===== config.mk =====
export PLATFORM = sky130hd
export DESIGN_NAME = ripple_addsub
export DESIGN_NICKNAME = d
export VERILOG_FILES = /design/src/rtl/ras_pkg.sv /design/src/rtl/ras_half_adder.sv /design/src/rtl/ras_full_adder.sv /design/src/rtl/ras_control.sv /design/src/rtl/ras_datapath.sv /design/src/rtl/ripple_addsub.sv
export SDC_FILE = /design/constraint.sdc
export NUM_CORES = 1
export LEC_CHECK = 0
export BUFFER_PORTS_ARGS = -buffer_cell sky130_fd_sc_hd__buf_2
export CORE_AREA = 2 2 39 41
export DETAILED_ROUTE_END_ITERATION = 12
export DIE_AREA = 0 0 41 43
export GPL_TIMING_DRIVEN = 0
export PLACE_DENSITY_LB_ADDON = 0.25
export SLEW_MARGIN = 20
export SYNTH_ARGS = -nofsm -noshare
export SYNTH_HDL_FRONTEND = slang
export SYNTH_SLANG_ARGS = --single-unit

===== constraint.sdc =====
create_clock -name vclk -period 2.3
set_input_delay 0.46 -clock vclk [all_inputs]
set_output_delay 0.46 -clock vclk [all_outputs]
set_load 0.02 [all_outputs]

===== src/rtl/ras_pkg.sv =====
package ras_pkg;
  localparam int unsigned DATA_W = 4;

  typedef struct packed {
    logic invertB;
    logic carryIn;
  } addsub_strobe_t;
endpackage


===== src/rtl/ras_half_adder.sv =====
module ras_half_adder (
  input  logic inX,
  input  logic inY,
  output logic sumOut,
  output logic carryOut
);
  assign sumOut   = inX ^ inY;
  assign carryOut = inX & inY;
endmodule


===== src/rtl/ras_full_adder.sv =====
module ras_full_adder (
  input  logic bitA,
  input  logic bitB,
  input  logic carryIn,
  output logic sumOut,
  output logic carryOut
);
  logic halfSum;
  logic halfCarryLo;
  logic halfCarryHi;

  ras_half_adder u_haLo (
    .inX(bitA), .inY(bitB), .sumOut(halfSum), .carryOut(halfCarryLo)
  );
  ras_half_adder u_haHi (
    .inX(halfSum), .inY(carryIn), .sumOut(sumOut), .carryOut(halfCarryHi)
  );

  assign carryOut = halfCarryLo | halfCarryHi;

  // Stage arithmetic check, supports R1 and R2
  always_comb begin
    a_stage_sum_r1: assert ({carryOut, sumOut} ==
                            2'(bitA) + 2'(bitB) + 2'(carryIn))
      else $error("full adder stage mismatch");
  end
endmodule


===== src/rtl/ras_control.sv =====
module ras_control
  import ras_pkg::*;
(
  input  logic           subMode,
  output addsub_strobe_t strobe
);
  always_comb begin
    strobe.invertB = subMode;
    strobe.carryIn = subMode;
  end

  // subtraction needs both inversion and injected carry together
  always_comb begin
    a_strobe_pair_r2: assert (strobe.invertB == strobe.carryIn)
      else $error("strobes disagree");
  end
endmodule


===== src/rtl/ras_datapath.sv =====
module ras_datapath
  import ras_pkg::*;
#(
  parameter int unsigned WIDTH   = DATA_W,
  parameter bit          USE_MUX = 1'b0
) (
  input  logic [WIDTH-1:0] opA,
  input  logic [WIDTH-1:0] opB,
  input  addsub_strobe_t   strobe,
  output logic [WIDTH-1:0] result,
  output logic             carryOut,
  output logic             overflow
);
  localparam int unsigned TOP = WIDTH - 1;

  logic [WIDTH:0]   carryChain;
  logic [WIDTH-1:0] bEff;

  assign carryChain[0] = strobe.carryIn;

  for (genvar i = 0; i < WIDTH; i++) begin : g_stage
    if (USE_MUX) begin : g_mux
      assign bEff[i] = strobe.invertB ? ~opB[i] : opB[i];
    end else begin : g_xor
      assign bEff[i] = opB[i] ^ strobe.invertB;
    end
    ras_full_adder u_fa (
      .bitA(opA[i]), .bitB(bEff[i]), .carryIn(carryChain[i]),
      .sumOut(result[i]), .carryOut(carryChain[i+1])
    );
  end

  assign carryOut = carryChain[WIDTH];
  assign overflow = carryChain[WIDTH] ^ carryChain[TOP];

  // overflow agrees with sign rule on effective operands
  always_comb begin
    a_ovf_sign_r4: assert (overflow ==
        ((opA[TOP] == bEff[TOP]) && (result[TOP] != opA[TOP])))
      else $error("overflow disagrees with sign rule");
  end
endmodule


===== src/rtl/ripple_addsub.sv =====
module ripple_addsub
  import ras_pkg::*;
#(
  parameter int unsigned WIDTH   = DATA_W,
  parameter bit          USE_MUX = 1'b0
) (
  input  logic [WIDTH-1:0] opA,
  input  logic [WIDTH-1:0] opB,
  input  logic             subMode,
  output logic [WIDTH-1:0] result,
  output logic             carryOut,
  output logic             overflow
);
  addsub_strobe_t strobe;

  ras_control u_ctrl (
    .subMode(subMode), .strobe(strobe)
  );

  ras_datapath #(.WIDTH(WIDTH), .USE_MUX(USE_MUX)) u_dp (
    .opA(opA), .opB(opB), .strobe(strobe),
    .result(result), .carryOut(carryOut), .overflow(overflow)
  );

  logic [WIDTH:0] refWide;
  always_comb begin
    if (subMode) refWide = {1'b0, opA} + {1'b0, ~opB} + 1'b1;
    else         refWide = {1'b0, opA} + {1'b0, opB};
    a_add_ref_r1: assert (subMode || ({carryOut, result} == refWide))
      else $error("sum mismatch");
    a_sub_ref_r2: assert (!subMode || (result == refWide[WIDTH-1:0]))
      else $error("difference mismatch");
    a_noborrow_r3: assert (!subMode || (carryOut == (opA >= opB)))
      else $error("borrow flag mismatch");
  end
endmodule


==> summary.md <==
| Metric | Value |
|---|---|
| Finished Layout Cells | `48` |
| Hold_ws | `1320 ps` |
| Leak | `0.168 nW` |
| Vias per inst | `3.21` |
| CP required | `1840 ps` |
| Final Cycle Share | `1.09` |
| Sequential cell area | `0 um^2` |
| Initial drt markers | `0` |
| Post-synthesis sequential area ratio | `0` |
| Vert. Die Dim | `43 um` |
| Worst path cell trace | `buf_8, xnor2_4, fa_2, fa_2, inv_2, fa_2, buf_6` |
| Failing checks | `setup timing` |
| Die Wd | `41 um` |
| Dpl cells | `49` |
| Kind of critical path | `in2out` |
| Critical Path Max Stage Delay | `430 ps` |
| Antenna violations before repair | `0` |
| Placed cell area | `293 um^2` |
| Setup crit end kind | `primary output` |
| CP arrival | `2040 ps` |
| Max-Cap Viols | `0` |
| GP Congestion | `0.599` |
| Mapped cell area | `163 um^2` |
| Top cell type's share of synthesized area | `0.369` |
| Row count | `14` |
| Seq cells | `0` |
| Crit-path slowest cell | `fa_2` |
| Final ANT Viol Nets | `0` |
| Top cells by area, synth | `fa_1, buf_4, xnor2_1` |
| Clock period minus worst slack | `2500 ps` |
| Worst Setup Start Kind | `input pin` |
| Initial Util | `0.118` |
| Crit-path most repeated cell | `fa_2` |
| DRT Pass-1 Iters | `1` |
| Count leader, synth | `inv_1` |
| Crit path max fanout | `2` |
| Final WL | `331 um` |
| Clock buffer count | `0` |
| Layout cell share with drive strength beyond 1 | `0.781` |
| Place WS | `-427 ps` |
| Fmax | `0.399 GHz` |
| Fillers | `146` |
| Hold crit path type | `in2out` |
| PwrDens | `439 mW/mm^2` |
| Distinct cell type count after synthesis | `6` |
| Number of global-route vias before repair | `148` |
| Die area | `0.00176 mm^2` |
| Gate Count Post-Synth | `18` |
| Largest net degree at the start of global routing | `5` |
| Power, Total | `149 uW` |
| WL/cell | `6.90 um` |
| Worst Tran Pin Value | `212 ps` |
| Syn-to-layout area delta | `109%` |
| Multi-input gate area | `151 um^2` |
| Mean Syn Cell Area | `9.04 um^2` |
| Number of port buffers | `15` |
| Global Route Usage Sum | `0.0392` |
| Outcome | `finished with violations` |
| Maximum VDD drop | `0.187 mV` |
| I/O Pins | `15` |
| Cell area after layout | `340 um^2` |
| Setup ws final | `-204 ps` |
| Drc violations | `0` |
| Area leader, netlist | `fa_1` |
| Routed vias | `154` |
| Final setup fails | `2` |
| Final #Nets | `46` |
| CORE AREA | `0.00138 mm^2` |
| GR Overflow Total | `0` |
| Final hold violations | `0` |
| Worst slew margin | `0.858` |
| Ant. Diodes | `0` |
| RSZ-0062 raised after global routing | `true` |
| Post-DP HPWL | `291 um` |
| First-pass GRT wire length | `531 um` |
| Synth cell count leaders | `inv_1, buf_4, fa_1, xnor2_1, xor2_1` |
| YS warnings | `0` |
| Fin. max-slew vios | `0` |
| Syn nets | `30` |
==> worst max-delay path, delay by kind of cell <==
family	cells	cell delay (ps)
buffers and inverters	3	300
adder cells (fa/ha/maj)	3	1140
XOR/XNOR	1	130
==> final timing paths <==
kind                  cells past startpoint    from         to  slack (ps)
worst max-delay path                      7  opB[1]  result[3]        -200
worst min-delay path                      4  opB[0]  result[0]        1320
==> final cells by class <==
| type | count | share of cell area |
|---|---|---|
| tap | 16 | 0.0588 |
| multi-input combinational | 9 | 0.445 |
| timing repair buffer | 16 | 0.397 |
| buffer | 2 | 0.0441 |
| inverter | 5 | 0.0551 |
==> stage by stage <==
stage	utilization	TNS, ps
after floorplan	-	-209
after global placement	0.212	-979
after detailed placement	0.212	-957
after CTS	0.231	-652
after global routing	0.246	-451
final	0.246	-316
==> layer usage <==
layer	vias to the layer above	track usage	wire length (um)	share of wire
met5	-	0	0	0
met4	0	0	0	0
met3	0	0.0105	70	0.21
met2	15	0.0625	124	0.37
met1	64	0.0550	136	0.41
li1	75	-	-	-
==> cells in the final DEF (no fill, tap or decap) <==
| cell type | n |
|---|---|
| buf_8 | 1 |
| mux2i_2 | 1 |
| xnor2_4 | 1 |
| inv_2 | 1 |
| buf_2 | 8 |
| buf_4 | 4 |
| buf_12 | 1 |
| xnor2_1 | 1 |
| fa_2 | 3 |
| xor2_1 | 2 |
| inv_1 | 4 |
| buf_6 | 4 |
| xnor2_2 | 1 |
==> report_power, final <==
group	internal [mW]	switching [mW]	total [mW]
sequential	0	0	0
clock	0	0	0
combinational	0.0803	0.0692	0.149
total	0.0803	0.0692	0.149
==> kinds of logic (layout without fill, tap and decap cells) <==
family                   count (synthesis)  count (layout)  synth area share
adder cells (fa/ha/maj)                  3               3             0.369
XOR/XNOR                                 5               5             0.269
multiplexers                             1               1            0.0615
buffers and inverters                    9              23             0.300
==> what timing repair did <==
| item | CTS | global route |
|---|---|---|
| endpoints found under the setup margin | 4 | 4 |
| resized for setup | 12 | 6 |
| pin swaps | 4 | 4 |
| hold buffers | 0 | 0 |
| setup buffers | 1 | 0 |
(Power assumes the default switching activity.)
